File: config.mk
export PLATFORM = sky130hd
export DESIGN_NAME = vol_freeze_bank
export DESIGN_NICKNAME = d
export VERILOG_FILES = /design/src/rtl/volfrz_pkg.sv /design/src/rtl/volfrz_decode.sv /design/src/rtl/volfrz_ctrl.sv /design/src/rtl/volfrz_cell.sv /design/src/rtl/volfrz_rdmux.sv /design/src/rtl/vol_freeze_bank.sv
export SDC_FILE = /design/constraint.sdc
export NUM_CORES = 1
export LEC_CHECK = 0
export BUFFER_PORTS_ARGS = -buffer_cell sky130_fd_sc_hd__buf_4
export CORE_MARGIN = 4
export CORE_UTILIZATION = 50
export CTS_BUF_LIST = sky130_fd_sc_hd__clkbuf_2
export CTS_CLUSTER_DIAMETER = 80
export DETAILED_ROUTE_END_ITERATION = 16
export GPL_TIMING_DRIVEN = 0
export PLACE_DENSITY = 0.74
export RECOVER_POWER = 25
export SYNTH_ARGS = -nofsm -noshare
export SYNTH_HDL_FRONTEND = slang
export SYNTH_SLANG_ARGS = --single-unit
File: constraint.sdc
create_clock -name clk -period 2.05 [get_ports clk]
set_input_delay 0 -clock clk [delete_from_list [all_inputs] [get_ports clk]]
set_output_delay 0 -clock clk [all_outputs]
set_load 0.005 [all_outputs]
File: src/rtl/volfrz_pkg.sv
// Package: shared address map and selector type of the freeze-gated bank.
// Assumes an 8-bit register bus; the channel count is a parameter of the top.
package volfrz_pkg;
    localparam int ADDR_W     = 8;
    localparam int DATA_W     = 8;
    localparam int CFG_ADDR   = 'h04;
    localparam int FRZ_BIT    = 2;
    localparam int GATED_BASE = 'h07;
    localparam int MASTER_B   = 2;

    typedef enum logic [1:0] {
        RD_NONE  = 2'd0,
        RD_CFG   = 2'd1,
        RD_GATED = 2'd2
    } rd_sel_e;
endpackage

File: src/rtl/volfrz_decode.sv
// Module: address decoder. Turns a bus address and write strobe into a
// configuration write, a one-hot gated write vector and a read selector.
// Assumes the gated registers occupy NUM_GATED consecutive addresses.
module volfrz_decode
    import volfrz_pkg::*;
#(
    parameter int NUM_GATED = 13
) (
    input  logic [ADDR_W-1:0]    addr,
    input  logic                 we,
    output logic                 cfg_we,
    output logic [NUM_GATED-1:0] gated_we,
    output rd_sel_e              rd_sel,
    output logic [ADDR_W-1:0]    rd_idx
);
    logic [ADDR_W-1:0] offset;
    logic              in_range;
    logic              is_cfg;

    // Offset from the first gated address and the range test.
    always_comb begin
        offset   = addr - ADDR_W'(GATED_BASE);
        in_range = (addr >= ADDR_W'(GATED_BASE)) && (offset < ADDR_W'(NUM_GATED));
        is_cfg   = (addr == ADDR_W'(CFG_ADDR));
    end

    // One write-enable line per gated register.
    for (genvar i = 0; i < NUM_GATED; i++) begin : g_we
        assign gated_we[i] = we && in_range && (offset == ADDR_W'(i));
    end

    // Configuration write and read-side selection.
    always_comb begin
        cfg_we = we && is_cfg;
        rd_idx = offset;
        if (is_cfg)        rd_sel = RD_CFG;
        else if (in_range) rd_sel = RD_GATED;
        else               rd_sel = RD_NONE;
    end
endmodule

File: src/rtl/volfrz_ctrl.sv
// Module: freeze control. Holds the freeze flag and raises a one-cycle
// commit when a configuration write clears a set flag.
// Assumes cfg_we is already qualified by the write strobe.
module volfrz_ctrl (
    input  logic clk,
    input  logic rst_n,
    input  logic cfg_we,
    input  logic frz_wbit,
    output logic freeze_q,
    output logic commit
);
    // Commit fires only on the set-to-clear transition caused by a write.
    always_comb begin
        commit = freeze_q && cfg_we && !frz_wbit;
    end

    // Freeze flag register, loaded by configuration writes.
    always_ff @(posedge clk) begin
        if (!rst_n)      freeze_q <= 1'b0;
        else if (cfg_we) freeze_q <= frz_wbit;
    end
endmodule

File: src/rtl/volfrz_cell.sv
// Module: one double-buffered register. The shadow takes every write; the
// live copy takes the write only when unfrozen, or the shadow on a commit.
// Assumes wr and commit never come in the same cycle (single-port bus), but
// a commit copies the shadow as updated in that cycle in either case.
module volfrz_cell #(
    parameter int W = 8
) (
    input  logic         clk,
    input  logic         rst_n,
    input  logic         wr,
    input  logic [W-1:0] wdata,
    input  logic         frozen,
    input  logic         commit,
    output logic [W-1:0] shadow_o,
    output logic [W-1:0] live_o
);
    logic [W-1:0] shadow_nxt;

    // Next shadow value including a write in this cycle.
    always_comb begin
        shadow_nxt = wr ? wdata : shadow_o;
    end

    // Shadow register: follows every write.
    always_ff @(posedge clk) begin
        if (!rst_n) shadow_o <= '0;
        else        shadow_o <= shadow_nxt;
    end

    // Live register: direct update when unfrozen, bulk copy on commit.
    always_ff @(posedge clk) begin
        if (!rst_n)              live_o <= '0;
        else if (commit)         live_o <= shadow_nxt;
        else if (wr && !frozen)  live_o <= wdata;
    end
endmodule

File: src/rtl/volfrz_rdmux.sv
// Module: read-data multiplexer. Returns the freeze flag for the
// configuration address, a shadow byte for gated addresses, else zero.
// Assumes shadow_flat packs register i at bits i*DATA_W.
module volfrz_rdmux
    import volfrz_pkg::*;
#(
    parameter int NUM_GATED = 13
) (
    input  rd_sel_e                       rd_sel,
    input  logic [ADDR_W-1:0]             rd_idx,
    input  logic                          freeze_q,
    input  logic [NUM_GATED*DATA_W-1:0]   shadow_flat,
    output logic [DATA_W-1:0]             rdata
);
    // Select the byte addressed by the read selector and index.
    always_comb begin
        rdata = '0;
        case (rd_sel)
            RD_CFG:   rdata[FRZ_BIT] = freeze_q;
            RD_GATED: begin
                for (int i = 0; i < NUM_GATED; i++) begin
                    if (rd_idx == ADDR_W'(i)) rdata = shadow_flat[i*DATA_W +: DATA_W];
                end
            end
            default:  rdata = '0;
        endcase
    end
endmodule

File: src/rtl/vol_freeze_bank.sv
// Module: top of the freeze-gated volume and mute register bank.
// Register order: master high, master low, channels 0..NUM_CH-1, mute.
// Assumes one bus access per cycle and a synchronous active-low reset.
module vol_freeze_bank
    import volfrz_pkg::*;
#(
    parameter int NUM_CH = 10
) (
    input  logic                     clk,
    input  logic                     rst_n,
    input  logic [7:0]               bus_addr,
    input  logic [7:0]               bus_wdata,
    input  logic                     bus_we,
    output logic [7:0]               bus_rdata,
    output logic [15:0]              master_vol_o,
    output logic [NUM_CH*8-1:0]      chan_vol_o,
    output logic [7:0]               mute_o
);
    localparam int NUM_GATED = MASTER_B + NUM_CH + 1;
    localparam int MUTE_IDX  = NUM_GATED - 1;

    logic                          cfg_we;
    logic [NUM_GATED-1:0]          gated_we;
    rd_sel_e                       rd_sel;
    logic [ADDR_W-1:0]             rd_idx;
    logic                          freeze_q;
    logic                          commit;
    logic [NUM_GATED*DATA_W-1:0]   shadow_flat;
    logic [NUM_GATED*DATA_W-1:0]   live_flat;

    volfrz_decode #(.NUM_GATED(NUM_GATED)) u_dec (
        .addr     (bus_addr),
        .we       (bus_we),
        .cfg_we   (cfg_we),
        .gated_we (gated_we),
        .rd_sel   (rd_sel),
        .rd_idx   (rd_idx)
    );

    volfrz_ctrl u_ctrl (
        .clk      (clk),
        .rst_n    (rst_n),
        .cfg_we   (cfg_we),
        .frz_wbit (bus_wdata[FRZ_BIT]),
        .freeze_q (freeze_q),
        .commit   (commit)
    );

    // One double-buffered cell per gated register.
    for (genvar i = 0; i < NUM_GATED; i++) begin : g_cell
        volfrz_cell #(.W(DATA_W)) u_cell (
            .clk      (clk),
            .rst_n    (rst_n),
            .wr       (gated_we[i]),
            .wdata    (bus_wdata),
            .frozen   (freeze_q),
            .commit   (commit),
            .shadow_o (shadow_flat[i*DATA_W +: DATA_W]),
            .live_o   (live_flat[i*DATA_W +: DATA_W])
        );
    end

    volfrz_rdmux #(.NUM_GATED(NUM_GATED)) u_rd (
        .rd_sel      (rd_sel),
        .rd_idx      (rd_idx),
        .freeze_q    (freeze_q),
        .shadow_flat (shadow_flat),
        .rdata       (bus_rdata)
    );

    // Master volume: high byte at index 0, low byte at index 1.
    assign master_vol_o = {live_flat[0 +: DATA_W], live_flat[DATA_W +: DATA_W]};

    // Channel volumes follow the master bytes in address order.
    for (genvar k = 0; k < NUM_CH; k++) begin : g_chan
        assign chan_vol_o[k*8 +: 8] = live_flat[(MASTER_B+k)*DATA_W +: DATA_W];
    end

    assign mute_o = live_flat[MUTE_IDX*DATA_W +: DATA_W];
endmodule

======== Word-level counts from Yosys, hierarchy flattened ========
Cells that the tools add are included.
word-level totals
  flip-flop bits (word level) ............. 209
  latch bits .............................. 0
  RAM bits ................................ 0
  memory bits (read-only) ................. 0
  input port bits ......................... 19
  output and inout bits ................... 112
  logic and storage cells ................. 149
  memories kept ........................... 0
cells by class
  add/subtract/negate cells ............... 1
  multipliers ............................. 0
  div/mod/pow operators ................... 0
  $lt $le $gt $ge ......................... 2
  eq/ne operators ......................... 15
  shift-type cells ........................ 0
  mux-type cells .......................... 57
  bitwise logic cells ..................... 0
  reductions and logical operators ........ 47
operators by type and width
  cell                                                                number
  2-to-1 mux 8 bit                                                    52
  == test 8 x 3 -> 1 bit (second input constant)                      5
  == test 8 x 4 -> 1 bit (second input constant)                      5
  logical AND 1 bit                                                   31
  nonzero test 2 bit                                                  13
  == test 8 x 2 -> 1 bit (second input constant)                      2
  == test 8 x 1 -> 1 bit (second input constant)                      1
  greater-or-equal comparator 8 x 3 -> 1 bit (second input constant)  1
  zero test 8 bit                                                     1
  less-than comparator 8 x 4 -> 1 bit (second input constant)         1
  subtractor 8 x 3 -> 8 bit (second input constant)                   1
  2-to-1 mux 2 bit                                                    3
  2-to-1 mux 5 bit                                                    1
  == test 2 x 1 -> 1 bit (second input constant)                      1
  == test 2 bit (second input constant)                               1
  zero test 1 bit                                                     2
  case mux 1 bit (2 select lines)                                     1

======== Depth between registers and ports, before layout ========
  depth in word-level cells ............... 16
  depth in mapped cells ................... 10
  gate-level depth less buffers ........... 6

======== Modules after synthesis ========
From an unflattened synthesis, not the netlist that was laid out.
unflattened totals
  cell total of the unflattened synthesis .. 956
  area total of the unflattened synthesis .. 10157.2 µm²
by module, submodules not included
  module         times used  cells each  area an instance (µm²)  sequential area each (µm²)
  volfrz_cell    13          55          649.4                   320.3
  volfrz_rdmux   1           175         1247.4                  0.0
  volfrz_decode  1           62          421.7                   0.0
  volfrz_ctrl    1           4           46.3                    20.0

======== Worst setup path before layout ========
Ideal clock, no wire load.
  kind .................................... input to register
  from .................................... input port bus_addr[3]
  to ...................................... register g_cell[5].u_cell.live_o[1]
  setup time .............................. 128 ps
  arrival time ............................ 1678 ps
  required time ........................... 1922 ps
  slack ................................... 244 ps
  stages .................................. 7
  buffers on the path ..................... 1
  cell sequence ........................... buf_2 -> or3b_4 -> or4_4 -> a21oi_4 -> nor2_2 -> a222oi_1 -> nor2_1
on the way
  word-level cells in the longest chain between the ends .. 7
  elaborated cells on any way between the ends .. 15
  those cells by class .................... add/sub: 1; order compare: 2; eq/ne: 2; mux: 2; reduce/logical: 8
RTL lines
  item                                                           RTL line                              RTL
  start, declared                                                vol_freeze_bank.sv:11                 input logic [7:0] bus_addr,
  subtractor 8 x 3 -> 8 bit                                      volfrz_decode.sv:22                   offset = addr - ADDR_W'(GATED_BASE);
  less-than comparator 8 x 4 -> 1 bit                            volfrz_decode.sv:23                   in_range = (addr >= ADDR_W'(GATED_BASE)) && (offset < ADDR_W'(NUM_GATED));
  logical AND 1 bit                                              volfrz_decode.sv:23
  logical AND 1 bit (2 in series)                                volfrz_decode.sv:29                   assign gated_we[i] = we && in_range && (offset == ADDR_W'(i));
  2-to-1 mux 8 bit / logical AND 1 bit (equally long branches)   volfrz_cell.sv:21, volfrz_cell.sv:34
  2-to-1 mux 8 bit / nonzero test 2 bit (equally long branches)  --
  end signal, assigned                                           volfrz_cell.sv:33                     else if (commit) live_o <= shadow_nxt;
  end signal, assigned                                           volfrz_cell.sv:34                     else if (wr && !frozen) live_o <= wdata;
  end, declared                                                  volfrz_cell.sv:15                     output logic [W-1:0] live_o
Parallel ways exist; a longest one is shown, timed or not.
A chain may end at the register's enable or synchronous reset.

======== Worst setup path in the final report ========
  from .................................... register g_cell[7].u_cell.shadow_o[5]
  to ...................................... output port bus_rdata[5]
on the way
  word-level cells in the longest chain between the ends .. 7
RTL lines
  item                            RTL line               RTL
  start, declared                 volfrz_cell.sv:14      output logic [W-1:0] shadow_o,
  start signal, assigned          volfrz_cell.sv:27      else shadow_o <= shadow_nxt;
  2-to-1 mux 8 bit (6 in series)  volfrz_rdmux.sv:22     if (rd_idx == ADDR_W'(i)) rdata = shadow_flat[i*DATA_W +: DATA_W];
  2-to-1 mux 5 bit                volfrz_rdmux.sv:18     case (rd_sel)
  end, declared                   vol_freeze_bank.sv:14  output logic [7:0] bus_rdata,
No other way between the ends.

==> out/metrics.csv <==
metric,value,unit
DRC viols,0,
Num CTS Buffers,53,
crit path launch,g_cell[7].u_cell.shadow_o[5],
H-tree level count,2,
LEAKAGE,4.801,nW
HPWL Detailed,31720,µm
Post-Syn Area per Cell,7.988,µm²
fin crit period,2.535,ns
Starting Density,51.25,%
first-pass GRT wire length,65650,µm
sequential share of the synthesized area,43.22,%
register bit total from synthesis,209,
GP Congestion,1.023,
"top cells by count, synth","dfxtp_1, nand2_1, nor2_1, a21oi_1, clkbuf_1",
CP Cell Sequence,mux4_2 > a32oi_2 > a21oi_1 > a211oi_1 > nor2_1 > buf_4,
Reg2Reg Setup Slack,0.01,ns
top-count cell post-synth,dfxtp_1,
crit path launch type,flop,
DR vias,11000,
area delta synth->final,25.79,%
"EDFF count, synth",0,
Area after DPL,10930,µm²
Clock Path Buffers,3,
area share of the largest cell type after synthesis,43.22,%
I/O pins,131,
pwr dens,631.1,nW/µm²
fmax,394.5,MHz
min-delay src,bus_wdata[2],
routed wire length per instance,25.90,µm
Routed Antenna Nets,0,
Main synth FF type,dfxtp_1,
fin nets,1462,
GRT Util Overall,40.16,%
final hold slack,0.02544,ns
# port buffers,123,
vias in the first global route,10364,
Setup Skew,0.04705,ns
Worst Hold Endpoint,g_cell[1].u_cell.live_o[4],
Pre-antenna DRT Iters,8,
global route overflow,0,
slowest library cell on the worst path,mux4_2,
FF-to-FF path depth,4,
synthesized netlist cell count,1212,
final slew viol count,0,
"Distinct cells, synth",62,
final hold vios,0,
worst hold path type,input port to flop,
slew margin rel.,17.54,%
RSZ-0062 raised after global routing,true,
setup violators final,30,
Synth Net Count,1231,
CORE AREA,18890,µm²
crit end category,output pin,
DRT iter0 DRCs,1378,
setup ws final,-0.4850,ns
CP required,2.05,ns
worst r2r src,u_ctrl.freeze_q,
clock-pin slew on the worst setup and hold paths,0.11,ns
Yosys top cell by area,dfxtp_1,
FILL cells,1756,
via/cell ratio,6.333,
Post-Place Worst Slack,-0.8320,ns
Max VDD drop,0.5118,mV
Worst-Skew Late Latency,0.88,ns
YS warnings,0,
critical path arrival,2.53,ns
Hold Crit Depth,6,
Post-synth ARST share,0,%
DIE AREA,21650,µm²
final instance area,12180,µm²
Die Y,147.2,µm
violated checks,setup timing,
period utilization,123.7,%
status,finished with violations,
worst slew pin tran,1.237,ns
Worst path max stage delay,0.51,ns
Root Driver,clkbuf_2,
CP Class,flop to output pin,
synth top area cells,"dfxtp_1, nand2_1, nor2_1, mux2i_1, a21oi_1",
clk sinks,209,
initial antenna violation count,2,
Critical R2R Capture,g_cell[9].u_cell.live_o[1],
largest net degree at the start of global routing,15,
CTS tree,yes,
row count,50,
final WL,44980,µm
# Max-Cap Violations,0,
fraction of layout cells with a size suffix above 1,21.48,%
Die Wd,147.2,µm
mapped cell area,9682,µm²
crit path max fanout,3,
-- metrics by stage --
step	util, %	cells	setup TNS (ns)	power (mW)
after global placement	57.85	1595	-44.67	4.685
after global routing	64.46	1737	-7.644	7.907
after CTS	63.85	1729	-2.332	7.630
final	64.46	1737	-4.455	7.686
after floorplan	-	1212	0	4.430
after detailed placement	57.85	1595	-44.92	4.681
-- final cells by class --
class | instances | area, µm² | share of cell area, %
antenna | 1 | 2.502 | 0.02055
sequential | 209 | 4227 | 34.70
inverter | 15 | 56.30 | 0.4623
buffer | 107 | 462.9 | 3.801
timing repair buffer | 178 | 1406 | 11.55
multi-input combinational | 879 | 5207 | 42.76
clock inverter | 24 | 171.4 | 1.407
clock buffer | 64 | 320.3 | 2.630
tap | 260 | 325.3 | 2.671
-- sequential cells by signal, indices dropped and copies added, names as in the netlist --
name,flops
g_cell.u_cell.shadow_o,104
u_ctrl.freeze_q,1
g_cell.u_cell.live_o,104
-- routing by layer --
metal | part of all wire (%) | vias to the layer above | GRT usage, %
met1 | 39 | 5203 | 52.76
met2 | 43 | 777 | 60.53
met4 | 6.0 | 2 | 20.36
met3 | 12 | 179 | 11.29
met5 | 0.020 | - | 0
li1 | - | 4839 | -
-- worst max path at each step --
stage | endpoint | slack [ns]
after floorplan | g_cell[5].u_cell.live_o[1] | 0.24
after global placement | g_cell[6].u_cell.live_o[3] | -0.83
after detailed placement | g_cell[6].u_cell.live_o[3] | -0.83
after CTS | bus_rdata[5] | -0.42
after global routing | bus_rdata[5] | -0.49
final | bus_rdata[5] | -0.48
-- power by group --
| group | switching (mW) | leakage (nW) | total (mW) | internal [mW] |
|---|---|---|---|---|
| logic | 0.470 | 2.76 | 0.616 | 0.146 |
| registers | 0.00327 | 1.69 | 4.06 | 4.05 |
| clock network | 1.77 | 0.349 | 3.01 | 1.25 |
| total | 2.24 | 4.80 | 7.69 | 5.44 |
-- cell usage in the layout (no fill, tap or decap), types with 4 or more instances in the layout --
master	n
o221ai_1	32
nand3_1	24
a31oi_1	7
clkbuf_4	55
clkbuf_1	79
nand3b_1	6
dfxtp_1	189
a222oi_1	7
nand4_1	11
o211ai_1	12
o21ai_1	8
clkinv_1	21
a22oi_2	5
o21ai_2	6
buf_4	73
clkbuf_2	77
a22oi_1	24
nand2_2	9
nor2_1	174
o22ai_1	24
a21oi_2	4
nor3_1	29
o2bb2ai_1	10
a32o_1	5
inv_1	12
a221oi_2	6
buf_2	18
o21ai_0	66
nor2_2	4
nand2b_1	13
mux2i_1	58
nand2_1	170
dfxtp_2	13
o32ai_1	14
dlygate4sd3_1	41
a21oi_1	88
dfxtp_4	7
-- worst max-delay path, delay by kind of cell, from the launching register on --
family | cells | cell delay [ns]
compound gates | 3 | 0.53
mux | 1 | 0.51
flops | 1 | 0.36
buf+inv | 1 | 0.15
simple gates | 1 | 0.12
-- cells by family after synthesis --
family / share of synthesized area (%)
muxes: 6.694
buffers and inverters: 5.208
AOI/OAI and AO/OA: 23.82
DFF: 43.22
and+or+nand+nor: 21.07
-- what timing repair did --
action,CTS,global route
setup buffers,7,6
endpoints found under the hold margin,142,7
gates resized for setup,61,45
endpoints found under the setup margin,93,56
pin swaps,20,23
hold buffers,40,3
No activity file was read; power rests on OpenSTA's default activity.
